$ cat src/rtl/vpic_pkg.sv
package vpic_pkg;

  localparam int VEC_W = 8;
  localparam int PRI_W = 4;

  // Word addresses of the global and processor registers
  localparam int REG_FEAT     = 0;
  localparam int REG_GCFG     = 1;
  localparam int REG_SPUR     = 2;
  localparam int REG_TPRI     = 3;
  localparam int REG_ACK      = 4;
  localparam int REG_EOI      = 5;
  localparam int REG_SRC_BASE = 32;

  // Bit positions inside a source control word
  localparam int VP_MASK    = 31;
  localparam int VP_ACT     = 30;
  localparam int VP_POL     = 23;
  localparam int VP_SENSE   = 22;
  localparam int VP_PRI_LSB = 16;

  typedef struct packed {
    logic             mask;
    logic             pol;    // 1: high / rising is active
    logic             sense;  // 1: level, 0: edge
    logic [PRI_W-1:0] pri;
    logic [VEC_W-1:0] vec;
  } src_cfg_t;

  localparam src_cfg_t CFG_RESET = '{mask: 1'b1, pol: 1'b1, sense: 1'b0,
                                     pri: '0, vec: '0};

  function automatic logic [31:0] cfg_pack(src_cfg_t c, logic act);
    logic [31:0] w;
    w = '0;
    w[VP_MASK]  = c.mask;
    w[VP_ACT]   = act;
    w[VP_POL]   = c.pol;
    w[VP_SENSE] = c.sense;
    w[VP_PRI_LSB +: PRI_W] = c.pri;
    w[VEC_W-1:0] = c.vec;
    return w;
  endfunction

  function automatic logic beats_threshold(logic [PRI_W-1:0] p,
                                           logic [PRI_W-1:0] thr);
    return p > thr;
  endfunction

  function automatic logic [PRI_W-1:0] pri_max(logic [PRI_W-1:0] a,
                                               logic [PRI_W-1:0] b);
    return (a > b) ? a : b;
  endfunction

  function automatic logic [31:0] feature_word(int nsrc, int ncpu);
    logic [31:0] w;
    w = '0;
    w[7:0]  = 8'(nsrc - 1);
    w[15:8] = 8'(ncpu - 1);
    return w;
  endfunction

endpackage

$ cat src/rtl/vpic_src_cell.sv
module vpic_src_cell
  import vpic_pkg::*;
(
  input  logic             clk,
  input  logic             rst_n,
  input  logic             soft_clr,
  input  logic             cfg_we,
  input  src_cfg_t         cfg_wr,
  input  logic             dst_we,
  input  logic             dst_wr,
  input  logic             src_in,
  input  logic             ack_take,
  input  logic             eoi_drop,
  input  logic [PRI_W-1:0] thr,
  output src_cfg_t         cfg_o,
  output logic             dst_o,
  output logic             active_o,
  output logic             insvc_o,
  output logic             qual_o
);

  src_cfg_t cfg_q;
  logic     dst_q;
  logic     prev_in;
  logic     edge_pend;
  logic     insvc_q;
  logic     level_act;
  logic     edge_seen;
  logic     pending;

  // The edge detector works on the raw input, so a change of polarity never fakes an edge.
  assign level_act = cfg_q.pol ? src_in : ~src_in;
  assign edge_seen = cfg_q.pol ? (src_in & ~prev_in) : (~src_in & prev_in);
  assign pending   = cfg_q.sense ? level_act : edge_pend;

  always_ff @(posedge clk or negedge rst_n) begin
    if (!rst_n) begin
      cfg_q     <= CFG_RESET;
      dst_q     <= 1'b0;
      prev_in   <= 1'b0;
      edge_pend <= 1'b0;
      insvc_q   <= 1'b0;
    end else if (soft_clr) begin
      cfg_q     <= CFG_RESET;
      dst_q     <= 1'b0;
      prev_in   <= 1'b0;
      edge_pend <= 1'b0;
      insvc_q   <= 1'b0;
    end else begin
      prev_in <= src_in;
      if (cfg_we) begin
        if (active_o) cfg_q.mask <= cfg_wr.mask;
        else          cfg_q      <= cfg_wr;
      end
      if (dst_we) dst_q <= dst_wr;
      if (cfg_q.sense) edge_pend <= 1'b0;
      else             edge_pend <= edge_seen | (edge_pend & ~ack_take);
      if (ack_take)      insvc_q <= 1'b1;
      else if (eoi_drop) insvc_q <= 1'b0;
    end
  end

  assign cfg_o    = cfg_q;
  assign dst_o    = dst_q;
  assign insvc_o  = insvc_q;
  assign active_o = pending | insvc_q;
  assign qual_o   = pending & ~cfg_q.mask & dst_q & ~insvc_q
                    & beats_threshold(cfg_q.pri, thr);

endmodule

$ cat src/rtl/vpic_arbiter.sv
module vpic_arbiter #(
  parameter int N     = 4,
  parameter int PRI_W = 4,
  parameter int IDX_W = 2
) (
  input  logic [N-1:0]            req,
  input  logic [N-1:0][PRI_W-1:0] pri,
  output logic                    hit,
  output logic [IDX_W-1:0]        idx
);

  logic [PRI_W-1:0] best;

  // Strict comparison keeps the lower index on a tie.
  always_comb begin
    hit  = 1'b0;
    idx  = '0;
    best = '0;
    for (int i = 0; i < N; i++) begin
      if (req[i] && (!hit || pri[i] > best)) begin
        hit  = 1'b1;
        idx  = IDX_W'(i);
        best = pri[i];
      end
    end
  end

endmodule

$ cat src/rtl/vpic_top.sv
module vpic_top
  import vpic_pkg::*;
#(
  parameter int NUM_SRC    = 8,
  parameter int RST_CYCLES = 16,
  parameter int ADDR_W     = 8
) (
  input  logic               clk,
  input  logic               rst_n,
  input  logic               wr_en,
  input  logic               rd_en,
  input  logic [ADDR_W-1:0]  addr,
  input  logic [31:0]        wdata,
  output logic [31:0]        rdata,
  input  logic [NUM_SRC-1:0] src_i,
  output logic               irq_o
);

  localparam int IDX_W = (NUM_SRC > 1) ? $clog2(NUM_SRC) : 1;
  localparam int CNT_W = $clog2(RST_CYCLES + 1);
  localparam logic [ADDR_W-1:0] A_FEAT = ADDR_W'(REG_FEAT);
  localparam logic [ADDR_W-1:0] A_GCFG = ADDR_W'(REG_GCFG);
  localparam logic [ADDR_W-1:0] A_SPUR = ADDR_W'(REG_SPUR);
  localparam logic [ADDR_W-1:0] A_TPRI = ADDR_W'(REG_TPRI);
  localparam logic [ADDR_W-1:0] A_ACK  = ADDR_W'(REG_ACK);
  localparam logic [ADDR_W-1:0] A_EOI  = ADDR_W'(REG_EOI);
  localparam logic [ADDR_W-1:0] A_BASE = ADDR_W'(REG_SRC_BASE);

  // Global state
  logic [VEC_W-1:0] spur_vec;
  logic [PRI_W-1:0] task_pri;
  logic [CNT_W-1:0] busy_cnt;
  logic             busy;
  logic             wr_ok;

  // Named bus events
  logic ack_fire;
  logic eoi_fire;

  // Source decode
  logic [ADDR_W-1:0] src_off;
  logic [ADDR_W-2:0] src_idx;
  logic              src_sel;
  logic              src_is_dst;
  src_cfg_t          cfg_wr;
  logic [31:0]       unused_wbits;

  // Per-source vectors
  src_cfg_t                    cfg_arr [NUM_SRC];
  logic [NUM_SRC-1:0]          act_vec;
  logic [NUM_SRC-1:0]          insvc_vec;
  logic [NUM_SRC-1:0]          qual_vec;
  logic [NUM_SRC-1:0]          dst_vec;
  logic [NUM_SRC-1:0]          ack_take;
  logic [NUM_SRC-1:0]          eoi_drop;
  logic [NUM_SRC-1:0][PRI_W-1:0] pri_arr;

  // Arbitration results
  logic             q_hit;
  logic [IDX_W-1:0] q_idx;
  logic [VEC_W-1:0] q_vec;
  logic             is_hit;
  logic [IDX_W-1:0] is_idx;
  logic [PRI_W-1:0] is_pri;
  logic [PRI_W-1:0] thr;
  logic [31:0]      rd_word;

  assign busy     = (busy_cnt != '0);
  assign wr_ok    = wr_en & ~busy;
  assign ack_fire = rd_en & (addr == A_ACK) & ~busy;
  assign eoi_fire = wr_ok & (addr == A_EOI);

  assign src_off    = addr - A_BASE;
  assign src_idx    = src_off[ADDR_W-1:1];
  assign src_is_dst = src_off[0];
  assign src_sel    = (addr >= A_BASE) && (int'(src_off) < 2 * NUM_SRC);

  assign cfg_wr.mask  = wdata[VP_MASK];
  assign cfg_wr.pol   = wdata[VP_POL];
  assign cfg_wr.sense = wdata[VP_SENSE];
  assign cfg_wr.pri   = wdata[VP_PRI_LSB +: PRI_W];
  assign cfg_wr.vec   = wdata[VEC_W-1:0];
  assign unused_wbits = wdata;

  for (genvar g = 0; g < NUM_SRC; g++) begin : g_src
    logic hit_here;
    assign hit_here = src_sel && (src_idx == (ADDR_W-1)'(g));
    assign ack_take[g] = ack_fire & q_hit & (q_idx == IDX_W'(g));
    assign eoi_drop[g] = eoi_fire & is_hit & (is_idx == IDX_W'(g));
    assign pri_arr[g]  = cfg_arr[g].pri;

    vpic_src_cell u_cell (
      .clk      (clk),
      .rst_n    (rst_n),
      .soft_clr (busy),
      .cfg_we   (wr_ok & hit_here & ~src_is_dst),
      .cfg_wr   (cfg_wr),
      .dst_we   (wr_ok & hit_here & src_is_dst),
      .dst_wr   (wdata[0]),
      .src_in   (src_i[g]),
      .ack_take (ack_take[g]),
      .eoi_drop (eoi_drop[g]),
      .thr      (thr),
      .cfg_o    (cfg_arr[g]),
      .dst_o    (dst_vec[g]),
      .active_o (act_vec[g]),
      .insvc_o  (insvc_vec[g]),
      .qual_o   (qual_vec[g])
    );
  end

  // Winner among deliverable sources
  vpic_arbiter #(.N(NUM_SRC), .PRI_W(PRI_W), .IDX_W(IDX_W)) u_qual_arb (
    .req (qual_vec),
    .pri (pri_arr),
    .hit (q_hit),
    .idx (q_idx)
  );

  // Highest-priority source in service: the EOI target and the running level
  vpic_arbiter #(.N(NUM_SRC), .PRI_W(PRI_W), .IDX_W(IDX_W)) u_svc_arb (
    .req (insvc_vec),
    .pri (pri_arr),
    .hit (is_hit),
    .idx (is_idx)
  );

  always_comb begin
    is_pri = '0;
    q_vec  = '0;
    for (int i = 0; i < NUM_SRC; i++) begin
      if (is_idx == IDX_W'(i)) is_pri = pri_arr[i];
      if (q_idx == IDX_W'(i))  q_vec  = cfg_arr[i].vec;
    end
  end

  assign thr   = is_hit ? pri_max(is_pri, task_pri) : task_pri;
  assign irq_o = q_hit;

  always_ff @(posedge clk or negedge rst_n) begin
    if (!rst_n) begin
      spur_vec <= '1;
      task_pri <= '1;
      busy_cnt <= '0;
    end else if (busy) begin
      busy_cnt <= busy_cnt - 1'b1;
      spur_vec <= '1;
      task_pri <= '1;
    end else if (wr_en) begin
      if (addr == A_GCFG && wdata[0]) busy_cnt <= CNT_W'(RST_CYCLES);
      if (addr == A_SPUR) spur_vec <= wdata[VEC_W-1:0];
      if (addr == A_TPRI) task_pri <= wdata[PRI_W-1:0];
    end
  end

  always_comb begin
    rd_word = '0;
    if (addr == A_FEAT)      rd_word = feature_word(NUM_SRC, 1);
    else if (addr == A_GCFG) rd_word = {31'b0, busy};
    else if (addr == A_SPUR) rd_word = {{(32-VEC_W){1'b0}}, spur_vec};
    else if (addr == A_TPRI) rd_word = {{(32-PRI_W){1'b0}}, task_pri};
    else if (addr == A_ACK)  rd_word = {{(32-VEC_W){1'b0}}, (q_hit ? q_vec : spur_vec)};
    for (int i = 0; i < NUM_SRC; i++) begin
      if (src_sel && src_idx == (ADDR_W-1)'(i)) begin
        rd_word = src_is_dst ? {31'b0, dst_vec[i]} : cfg_pack(cfg_arr[i], act_vec[i]);
      end
    end
  end

  always_ff @(posedge clk or negedge rst_n) begin
    if (!rst_n)     rdata <= '0;
    else if (rd_en) rdata <= rd_word;
  end

endmodule

$ cat config.mk
export PLATFORM = sky130hd
export DESIGN_NAME = vpic_top
export DESIGN_NICKNAME = d
export VERILOG_FILES = /design/src/rtl/vpic_pkg.sv /design/src/rtl/vpic_src_cell.sv /design/src/rtl/vpic_arbiter.sv /design/src/rtl/vpic_top.sv
export SDC_FILE = /design/constraint.sdc
export NUM_CORES = 1
export LEC_CHECK = 0
export BUFFER_PORTS_ARGS = -buffer_cell sky130_fd_sc_hd__buf_4
export CAP_MARGIN = 25
export CORE_UTILIZATION = 35
export CTS_CLUSTER_SIZE = 14
export DETAILED_ROUTE_END_ITERATION = 12
export SLEW_MARGIN = 10
export SYNTH_ARGS = -nofsm -noshare
export SYNTH_HDL_FRONTEND = slang
export SYNTH_SLANG_ARGS = --single-unit
$ cat constraint.sdc
create_clock -name clk -period 28.5 [get_ports clk]
set_clock_uncertainty 0.1 [all_clocks]
set_input_delay 5.7 -clock clk [delete_from_list [all_inputs] [get_ports clk]]
set_output_delay 5.7 -clock clk [all_outputs]
set_load 0.03 [all_outputs]
# Word-level counts from Yosys, hierarchy flattened

Cells that the tools add are included.

Register bits: 201
Latch bits: 0
RAM bits: 0
ROM bits: 0
Input port bits: 52
Output and inout port bits: 33
Logic and storage cells: 598
Memories kept: 0

$add $sub $neg: 2
Multipliers: 0
Divide/modulo/power cells: 0
Order comparisons: 25
Equality and inequality tests: 34
Shift-type cells: 0
Mux-type cells: 205
Bitwise gates (word level): 160
Reduce and logical (&&, ||, !) cells: 96

Operators with widths:

| operator             | number |
|---|---|
| $mux W32             | 16 |
| $mux W15             | 16 |
| $mux W8              | 17 |
| $mux W14             | 8 |
| $mux W4              | 27 |
| $mux W1              | 106 |
| $and A1 B1 Y1        | 102 |
| $gt A4 B4 Y1         | 23 |
| $not A1 Y1           | 42 |
| $reduce_bool A2 Y1   | 20 |
| $eq A7 B3 Y1 const B | 4 |
| $eq A3 B3 Y1 const B | 8 |
| $logic_and A1 B1 Y1  | 24 |
| $mux W3              | 8 |
| $reduce_bool A3 Y1   | 8 |
| $reduce_and A2 Y1    | 11 |
| $eq A8 B2 Y1 const B | 2 |
| $eq A8 B3 Y1 const B | 2 |
| $ne A2 B2 Y1 const B | 8 |
| $or A1 B1 Y1         | 16 |
| $mux W5              | 3 |
| $eq A7 B2 Y1 const B | 2 |
| $logic_not A1 Y1     | 14 |
| $logic_or A1 B1 Y1   | 14 |
| 13 further kinds     | 21 |

# Depth between registers and ports, before layout

Gate-level depths: netlist of run 1.

Depth in word-level cells: 95
Mapped depth: 141
Mapped depth without buffers: 129

# Modules after synthesis

Synthesis of run 1 repeated with hierarchy kept, for this count alone.

Cell total of the unflattened synthesis: 1709
Area, all modules: 15486.1 um2

Modules (own cells, without submodules):

| module                    | instances | cells an instance | area each (um2) | sequential area each (um2) |
|---|---|---|---|---|
| vpic_src_cell             | 8         | 99                | 1052.3          | 478.0 |
| vpic_top                  | 1         | 569               | 4364.2          | 840.8 |
| vpic_arbiter (u_qual_arb) | 1         | 172               | 1372.6          | 0.0 |
| vpic_arbiter (u_svc_arb)  | 1         | 176               | 1331.3          | 0.0 |

# Worst setup path before layout of run 1

No wires, ideal clock.

Kind: flip-flop to flip-flop
From: register g_src[0].u_cell.insvc_q
To: register rdata[7]
Library setup time: 110 ps
Arrival time: 24267 ps
Required time: 28290 ps
Setup slack: 4023 ps
Cell stages (with the launch flop): 139
Buffers on the path: 14
Period minus slack after synthesis: 24477 ps
Cells stage by stage: dfrtp_1 buf_2 nand2_1 ha_1 nor2b_1 o21a_1 o21ai_0 a21o_1 nor2_1 or2_2 inv_1 ha_1 nor2b_1 o21a_1 o21ai_0 a21oi_1 clkbuf_1 nand2b_1 (+103 left out) o21a_1 o21a_1 o211a_1 a41o_2 buf_6 o21a_1 ha_1 nor2b_1 o21a_1 o21a_1 o211a_1 a41o_2 buf_6 nor3_2 buf_6 nand2_1 o22a_1 o41ai_1

Word-level cells in the longest chain between the ends: 95
Elaborated cells on any way between the ends: 167
Classes of those cells: order compare: 23; eq/ne: 14; mux: 76; bitwise: 10; reduce/logical: 44

Ends and longest elaborated chain:

| item                                                    | line                | source |
|---|---|---|
| from (decl)                                             | vpic_src_cell.sv:26 | `logic insvc_q;` |
| from (signal assigned)                                  | vpic_src_cell.sv:42 | `insvc_q <= 1'b0;` |
| from (signal assigned)                                  | vpic_src_cell.sv:48 | `insvc_q <= 1'b0;` |
| from (signal assigned)                                  | vpic_src_cell.sv:58 | `if (ack_take) insvc_q <= 1'b1;` |
| $mux W4 / $mux W1 (equally long branches)               | vpic_arbiter.sv:20  | `if (req[i] && (!hit \|\| pri[i] > best)) begin` |
| $gt A4 B4 Y1 / $logic_not A1 Y1 (equally long branches) | vpic_arbiter.sv:20  |  |
| $logic_or A1 B1 Y1                                      | vpic_arbiter.sv:20  |  |
| $logic_and A1 B1 Y1                                     | vpic_arbiter.sv:20  |  |
| $mux W4 / $mux W1 (equally long branches)               | vpic_arbiter.sv:20  |  |
| $gt A4 B4 Y1 / $logic_not A1 Y1 (equally long branches) | vpic_arbiter.sv:20  |  |
| $logic_or A1 B1 Y1                                      | vpic_arbiter.sv:20  |  |
| $logic_and A1 B1 Y1                                     | vpic_arbiter.sv:20  |  |
| (+64 left out)                                          | -                   |  |
| $logic_not A3 Y1                                        | vpic_top.sv:133     | `if (q_idx == IDX_W'(i)) q_vec = cfg_arr[i].vec;` |
| $mux W8 (8 in series)                                   | vpic_top.sv:133     |  |
| $mux W8 * (2 in series)                                 | vpic_top.sv:162     | `else if (addr == A_ACK) rd_word = {{(32-VEC_W){1'b0}}, (q_hit ? q_vec : spur_vec)};` |
| $mux W8 *                                               | vpic_top.sv:161     | `else if (addr == A_TPRI) rd_word = {{(32-PRI_W){1'b0}}, task_pri};` |
| $mux W8 *                                               | vpic_top.sv:160     | `else if (addr == A_SPUR) rd_word = {{(32-VEC_W){1'b0}}, spur_vec};` |
| $mux W8 *                                               | vpic_top.sv:159     | `else if (addr == A_GCFG) rd_word = {31'b0, busy};` |
| $mux W8 *                                               | vpic_top.sv:158     | `if (addr == A_FEAT) rd_word = feature_word(NUM_SRC, 1);` |
| $mux W32 * (8 in series)                                | vpic_top.sv:164     | `if (src_sel && src_idx == (ADDR_W-1)'(i)) begin` |
| to (signal assigned)                                    | vpic_top.sv:172     | `else if (rd_en) rdata <= rd_word;` |
| to (decl)                                               | vpic_top.sv:14      | `output logic [31:0] rdata,` |

Mark *: on every way between the ends. The rest lies on a longest branch, timed or not.
A chain may end at the register's enable or synchronous reset.

# Final worst setup path of run 1

From: register g_src[0].u_cell.insvc_q
To: register rdata[4]

The elaborated chain is that of the path after synthesis.

==> results.py, run 1 <==
metrics = {
    "routing": {
        "drt_iter0_markers": 1468,
        "drtAntennaViolNets": 0,
        "first_pass_iters": 8,
        "routed_via_density": 6.10,
        "route.detailed.drc": 0,
        "wl_per_cell_microns": 23.9,
        "wl_mm": 50.6,
        "vias": 12900,
    },
    "floorplanning": {
        "core_sq_mm": 0.0386,
        "die-area_sq_mm": 0.0398,
        "ios": 85,
        "start_util_pct": 35.4,
        "rows": 72,
        "die_w_microns": 200,
        "die-height_microns": 200,
    },
    "global_routing": {
        "grt_max_degree": 116,
        "grt_overflow": 0,
        "grt_pass1_vias": 12400,
        "grt_first_pass_wirelength_mm": 76.6,
        "antenna_found_initial": 0,
        "grtUsageTotal_pct": 26.0,
    },
    "yosys": {
        "synth-seq-cells": 185,
        "syn_area_sq_mm": 0.0137,
        "avgSynthCellArea_sq_um": 8.67,
        "synth_top_cell_by_area": "dfrtp_1",
        "yosys-top-cells-area": "dfrtp_1, mux2i_1, ha_1",
        "yosysMostFrequentCell": "nor2_1",
        "synth_async_sr_flop_share_pct": 100,
        "synth.distinct_cells": 82,
        "synth.yosys.seq_area_share_pct": 34.1,
        "synth_edf_count": 0,
        "synth_flop_cell": "dfrtp_1",
        "synthCells": 1577,
        "netlist_top_cells_count": "nor2_1, nand2_1, dfrtp_1",
        "yosys_warnings": 0,
        "synth_top_area_share_pct": 28.7,
    },
    "cts": {
        "clk_path_buf_depth": 2,
        "h-tree-depth": 4,
        "cts.clk_slew.worst_paths_ns": 0.08,
        "cts-root-buf": "clkbuf_16",
        "cts.sinks": 185,
        "worstSkewPairLatency_ns": 0.47,
        "holdBufCountCts": 0,
        "cts_tree": "done",
        "cts_buffers": 17,
    },
    "critical_path": {
        "startpoint_type": "flip-flop",
        "crit_fanout": 20,
        "crit_type": "flip-flop to flip-flop",
        "crit_top_cell": "o21a_1",
        "required_ns": 28.78,
        "slowest_stage": "dfrtp_1",
        "end_kind": "flip-flop",
        "cp_data_arrival_time_ns": 27.29,
        "crit_path_max_incr_delay_ns": 0.62,
    },
    "timing": {
        "setup_viol": 0,
        "rsz0062_at_grt": "no",
        "max_freq_ghz": 0.0370,
        "slew_violations": 0,
        "fin_crit_ns": 27.02,
        "setup_tns_ns": 0,
        "worstMarginPinSlew_ns": 1.08,
        "slew_headroom_pct": 27.9,
        "fin_crit_sh_pct": 94.8,
        "finalHoldViolCount": 0,
        "hold_ws_ns": 0.393,
    },
    "layout": {
        "instances_no_fill": 2117,
        "diodes": 0,
        "drive_gt1_share_pct": 13.1,
        "syn_to_final_growth_pct": 11.3,
        "n_fill_cell": 3987,
        "nets": 1733,
        "multi_input_area_sq_mm": 0.00847,
        "seq_area_sq_mm": 0.00466,
    },
    "flow_run": {
        "cap_violations": 0,
    },
    "outcome": {
        "status": "completed",
    },
    "placement": {
        "io_buffers": 51,
        "placed_cells": 2082,
        "hpwl_mm": 37.3,
        "place_congestion": 0.949,
    },
    "power_and_ir_drop": {
        "p_per_area_mw_per_mm2": 40.0,
        "power.static_leakage_nw": 6.49,
        "vdd_drop_max_mv": 0.0446,
    },
    "min_path": {
        "hold_path.class": "flip-flop to flip-flop",
    },
}
state kept, by name, indices dropped and copies added (netlist names):
| register | cells |
|---|---|
| g_src.u_cell.cfg_o | 120 |
| g_src.u_cell.insvc_o | 8 |
| task_pri | 4 |
| rdata | 16 |
| g_src.u_cell.prev_in | 8 |
| spur_vec | 8 |
| g_src.u_cell.dst_o | 8 |
| busy_cnt | 5 |
| g_src.u_cell.edge_pend | 8 |
repair_timing:
action,4_1_cts,5_1_grt
buffers inserted,0,0
endpoints found under the setup margin,0,24
resized for setup,0,10
per-layer routing:
| metal | vias up | global-route usage, % | share of wire (%) |
|---|---|---|---|
| li1 | 5805 | - | - |
| met1 | 6381 | 34.3 | 42 |
| met2 | 609 | 40.9 | 45 |
| met3 | 127 | 5.16 | 7.9 |
| met4 | 0 | 12.1 | 4.7 |
| met5 | - | 0 | 0 |
final timing paths:
path | start | end | slack [ns] | depth (start not counted)
worst max-delay path | g_src[0].u_cell.insvc_o | rdata[4] | 1.48 | 124
worst min-delay path | rdata[16] | rdata[16] | 0.39 | 1
worst max register to register | g_src[0].u_cell.insvc_o | rdata[4] | 1.48 | 124
worst min register to register | rdata[16] | rdata[16] | 0.39 | 1
max in group asynchronous | rst_n | spur_vec[0] | 22.36 | 3
min in group asynchronous | rst_n | g_src[5].u_cell.cfg_o[2] | 4.99 | 1
final cells by class:
class                           instances  share of cell area [%]
Sequential cell                       185                    30.7
Timing Repair Buffer                   85                    4.63
Tap cell                              518                    4.26
Inverter                               42                    1.04
Clock inverter                         12                   0.724
Clock buffer                           20                    3.00
Multi-Input combinational cell       1255                    55.7
cells in the final DEF (no fill, tap or decap), types with 8 or more instances in the layout:
cell type,netlist,routed
conb_1,1,16
mux2i_1,119,119
a21oi_1,86,84
nand4_1,32,32
a222oi_1,10,10
o21ai_1,6,8
o21a_1,31,30
o211ai_1,20,20
nand2b_1,11,11
mux2_2,21,21
and3_1,16,16
dfrtp_1,157,157
clkbuf_16,0,17
o21ai_0,48,46
buf_4,17,81
a31oi_1,17,17
dfstp_2,28,28
nand3_1,46,46
and2_1,20,20
ha_1,95,95
inv_1,42,42
o311ai_0,10,10
a22oi_1,21,21
nor3_1,29,28
nor2_1,194,193
and4_1,8,8
a221oi_1,20,20
a211oi_1,20,18
nand2_1,181,180
xnor2_1,10,10
nor2b_1,28,28
o22ai_1,10,10
cells by family (layout without fill, tap and decap cells):
group,after synthesis,after routing,share of synthesized area (%)
DFF,185,185,34.1
and+or+nand+nor,600,600,20.6
xor gates and xnor gates,10,10,0.641
adders and majority gates,95,95,8.70
AOI/OAI and AO/OA,393,393,20.4
buffers and inverters,152,159,4.90
muxes,141,141,10.6
other,1,16,0.0274
where the power goes:
group / switching, mW / internal [mW] / total (mW)
logic: 0.0669 / 0.0246 / 0.0915
clock network: 0.121 / 0.119 / 0.240
registers: 0.00573 / 0.271 / 0.277
critical path, delay by kind of cell (launching register included):
family	cells	cell delay, ns
AO/OA/AOI/OAI	64	13.32
AND/OR/NAND/NOR	38	6.99
multiplexers	1	0.39
flip-flops	1	0.62
buffers and inverters	5	0.89
adder cells (fa/ha/maj)	16	4.58
stage by stage:
step	power (mW)	util [%]	setup WS, ns	instance area, sq um
floorplan	0.335	-	4.02	13700
global placement	0.368	37.6	1.24	14500
detailed placement	0.369	37.6	0.690	14500
CTS	0.607	39.1	0.643	15100
global route	0.629	39.4	0.0137	15200
finish	0.608	39.4	1.48	15200
Power figures use the tool's default switching activity.
==> run 2, diff against run 1 <==
- ABC_AREA: not set -> 1
==> run 2 against run 1 <==
Net effect: global-route usage fell by 2.9 points; final cell count is 11% higher; total power rose by 31%; critical path type unchanged.
==> results.py, run 2 <==
metrics = {
    "floorplanning": {
        "die_w_microns": 195,
        "ios": 85,
        "rows": 70,
        "die-height_microns": 195,
        "die-area_sq_mm": 0.0379,
        "core_sq_mm": 0.0366,
        "start_util_pct": 35.5,
    },
    "routing": {
        "vias": 12500,
        "highest_layer": "met4",
        "routed_via_density": 5.29,
        "drt_iter0_markers": 1068,
        "m1WireLength_mm": 19.4,
        "met3_wirelength_mm": 2.19,
        "first_pass_iters": 5,
        "route.detailed.drc": 0,
        "drtAntennaViolNets": 0,
        "wl_mm": 43.0,
        "wl_met2_mm": 20.1,
        "wl_per_cell_microns": 18.3,
    },
    "layout": {
        "largest_reg_flops": 120,
        "n_fill_cell": 3906,
        "stdcell_area_sq_mm": 0.0144,
        "final_common_cell": "nand2_1",
        "syn_to_final_growth_pct": 10.9,
        "drive_gt1_share_pct": 10.3,
        "nets": 2018,
        "diodes": 0,
        "layout_common_cells": "nand2_1, o21ai_0, inv_1, dfrtp_1, nor2_1",
    },
    "timing": {
        "fin_crit_ns": 23.27,
        "finalHoldViolCount": 0,
        "fin_crit_sh_pct": 81.6,
        "setup_viol": 0,
        "max_freq_ghz": 0.0430,
        "hold_ws_ns": 0.392,
        "slew_violations": 0,
        "worstMarginPinSlew_ns": 1.01,
        "setup_tns_ns": 0,
        "slew_headroom_pct": 32.4,
        "rsz0062_at_grt": "no",
    },
    "yosys": {
        "yosys-top-cells-area": "dfrtp_1, nand2_1, o21ai_0",
        "synth-seq-cells": 185,
        "synth_async_sr_flop_share_pct": 100,
        "synth.distinct_cells": 57,
        "synth_flop_cell": "dfrtp_1",
        "synthCells": 1828,
        "synth_edf_count": 0,
        "yosys_warnings": 0,
        "avgSynthCellArea_sq_um": 7.12,
        "synth.yosys.seq_area_share_pct": 35.9,
        "yosysMostFrequentCell": "nand2_1",
        "netlist_top_cells_count": "nand2_1, o21ai_0, inv_1",
        "synth_top_area_share_pct": 30.2,
        "syn_area_sq_mm": 0.0130,
        "synth_top_cell_by_area": "dfrtp_1",
    },
    "critical_path": {
        "crit_fanout": 12,
        "crit_top_cell": "nand2_1",
        "required_ns": 28.75,
        "startpoint_type": "flip-flop",
        "crit_buf_inv": 13,
        "crit_type": "flip-flop to flip-flop",
        "reg2reg_setup_slack_ns": 5.23,
        "path_delay_family": "simple AND/OR/NAND/NOR gates",
        "r2r_cells": 158,
        "end_kind": "flip-flop",
        "crit_path_max_incr_delay_ns": 0.53,
        "cp_data_arrival_time_ns": 23.52,
        "slowest_stage": "dfrtp_1",
        "regToRegStartpoint": "g_src[0].u_cell.insvc_o",
        "rr_endpoint": "rdata[4]",
    },
    "global_routing": {
        "antenna_found_initial": 0,
        "grt_first_pass_wirelength_mm": 68.1,
        "grtUsageTotal_pct": 23.2,
        "grt_pass1_vias": 12000,
        "grt_max_degree": 83,
        "grt_overflow": 0,
    },
    "placement": {
        "place_area_sq_mm": 0.0139,
        "hpwl_mm": 32.7,
        "place_congestion": 0.992,
        "io_buffers": 51,
    },
    "power_and_ir_drop": {
        "power_frac_seq_pct": 43.2,
        "internal_power_mw": 0.489,
        "power_frac_comb_pct": 26.9,
        "swShare_pct": 38.5,
        "p_switching_mw": 0.307,
        "clockPowerShare_pct": 30.0,
        "power.static_leakage_nw": 7.20,
        "p_per_area_mw_per_mm2": 55.2,
        "vdd_drop_max_mv": 0.0353,
    },
    "cts": {
        "clk_path_buf_depth": 2,
        "cts_tree": "done",
        "h-tree-depth": 4,
        "cts-root-buf": "clkbuf_16",
        "holdBufCountCts": 0,
        "worstSkewPairLatency_ns": 0.45,
        "postCtsSetupBuffers": 0,
        "cts_buffers": 17,
        "ctsResizeCount": 0,
        "cts.clk_slew.worst_paths_ns": 0.08,
        "cts.sinks": 185,
    },
    "outcome": {
        "status": "completed",
    },
    "min_path": {
        "hold_path.class": "flip-flop to flip-flop",
        "hold_depth": 2,
        "holdPathEnd": "g_src[7].u_cell.cfg_o[1]",
        "min-delay-start": "g_src[7].u_cell.cfg_o[1]",
    },
    "flow_run": {
        "cap_violations": 0,
    },
}
run 2: final cells by class:
cell class,instances,area (sq um),area share (%)
multi-input combinational,1361,7190,49.8
tap,468,586,4.06
sequential,185,4660,32.3
inverter,236,891,6.17
clock inverter,14,130,0.902
timing repair buffer,70,536,3.71
clock buffer,18,439,3.04
run 2: metrics by stage:
stage	utilization, %	worst slack (ns)	std cells	power, mW
detailed placement	37.9	5.22	2320	0.561
global placement	37.8	5.58	2319	0.552
finish	39.4	5.23	2352	0.796
CTS	39.4	5.18	2352	0.798
global route	39.4	2.02	2352	0.845
floorplan	-	10.00	1843	0.478
run 2: logic make-up (layout without fill, tap and decap cells):
family          Yosys count  count (layout)  share of synthesized area, %
compound gates          443             443                          19.1
xor+xnor                  2               2                         0.135
simple gates            805             805                          26.4
other cells               1              16                        0.0288
buf+inv                 297             338                          9.38
fa+ha+maj                95              95                          9.14
flops                   185             185                          35.9
run 2: how the worst max path moves through the flow:
stage                     cells past startpoint  slack (ns)  endpoint                    start
after detailed placement                    159        5.22  rdata[3]  g_src[0].u_cell.insvc_o
after global placement                      161        5.58  rdata[3]  g_src[0].u_cell.insvc_o
after global routing                        165        2.02  rdata[4]  g_src[0].u_cell.insvc_o
after floorplan                             168       10.00  rdata[0]  g_src[0].u_cell.insvc_o
final                                       158        5.23  rdata[4]  g_src[0].u_cell.insvc_o
after CTS                                   159        5.18  rdata[3]  g_src[0].u_cell.insvc_o
run 2: routing by layer:
| metal | vias to the layer above | GRT usage, % |
|---|---|---|
| met2 | 370 | 38.4 |
| li1 | 6115 | - |
| met5 | - | 0 |
| met3 | 72 | 2.53 |
| met1 | 5896 | 31.4 |
| met4 | 0 | 7.87 |
run 2: power by group through the flow:
stage / Combinational [mW] / Sequential [mW] / Clock [mW]
global placement: 0.205 / 0.347 / 0
floorplan: 0.142 / 0.336 / 0
global route: 0.245 / 0.349 / 0.250
CTS: 0.214 / 0.343 / 0.241
finish: 0.214 / 0.343 / 0.239
detailed placement: 0.213 / 0.348 / 0
run 2: tightest hold or removal path: cells and delay by family, from the launching register on:
| family | cells | cell delay, ns |
|---|---|---|
| and+or+nand+nor | 1 | 0.05 |
| DFF | 1 | 0.35 |
| AOI/OAI and AO/OA | 1 | 0.06 |
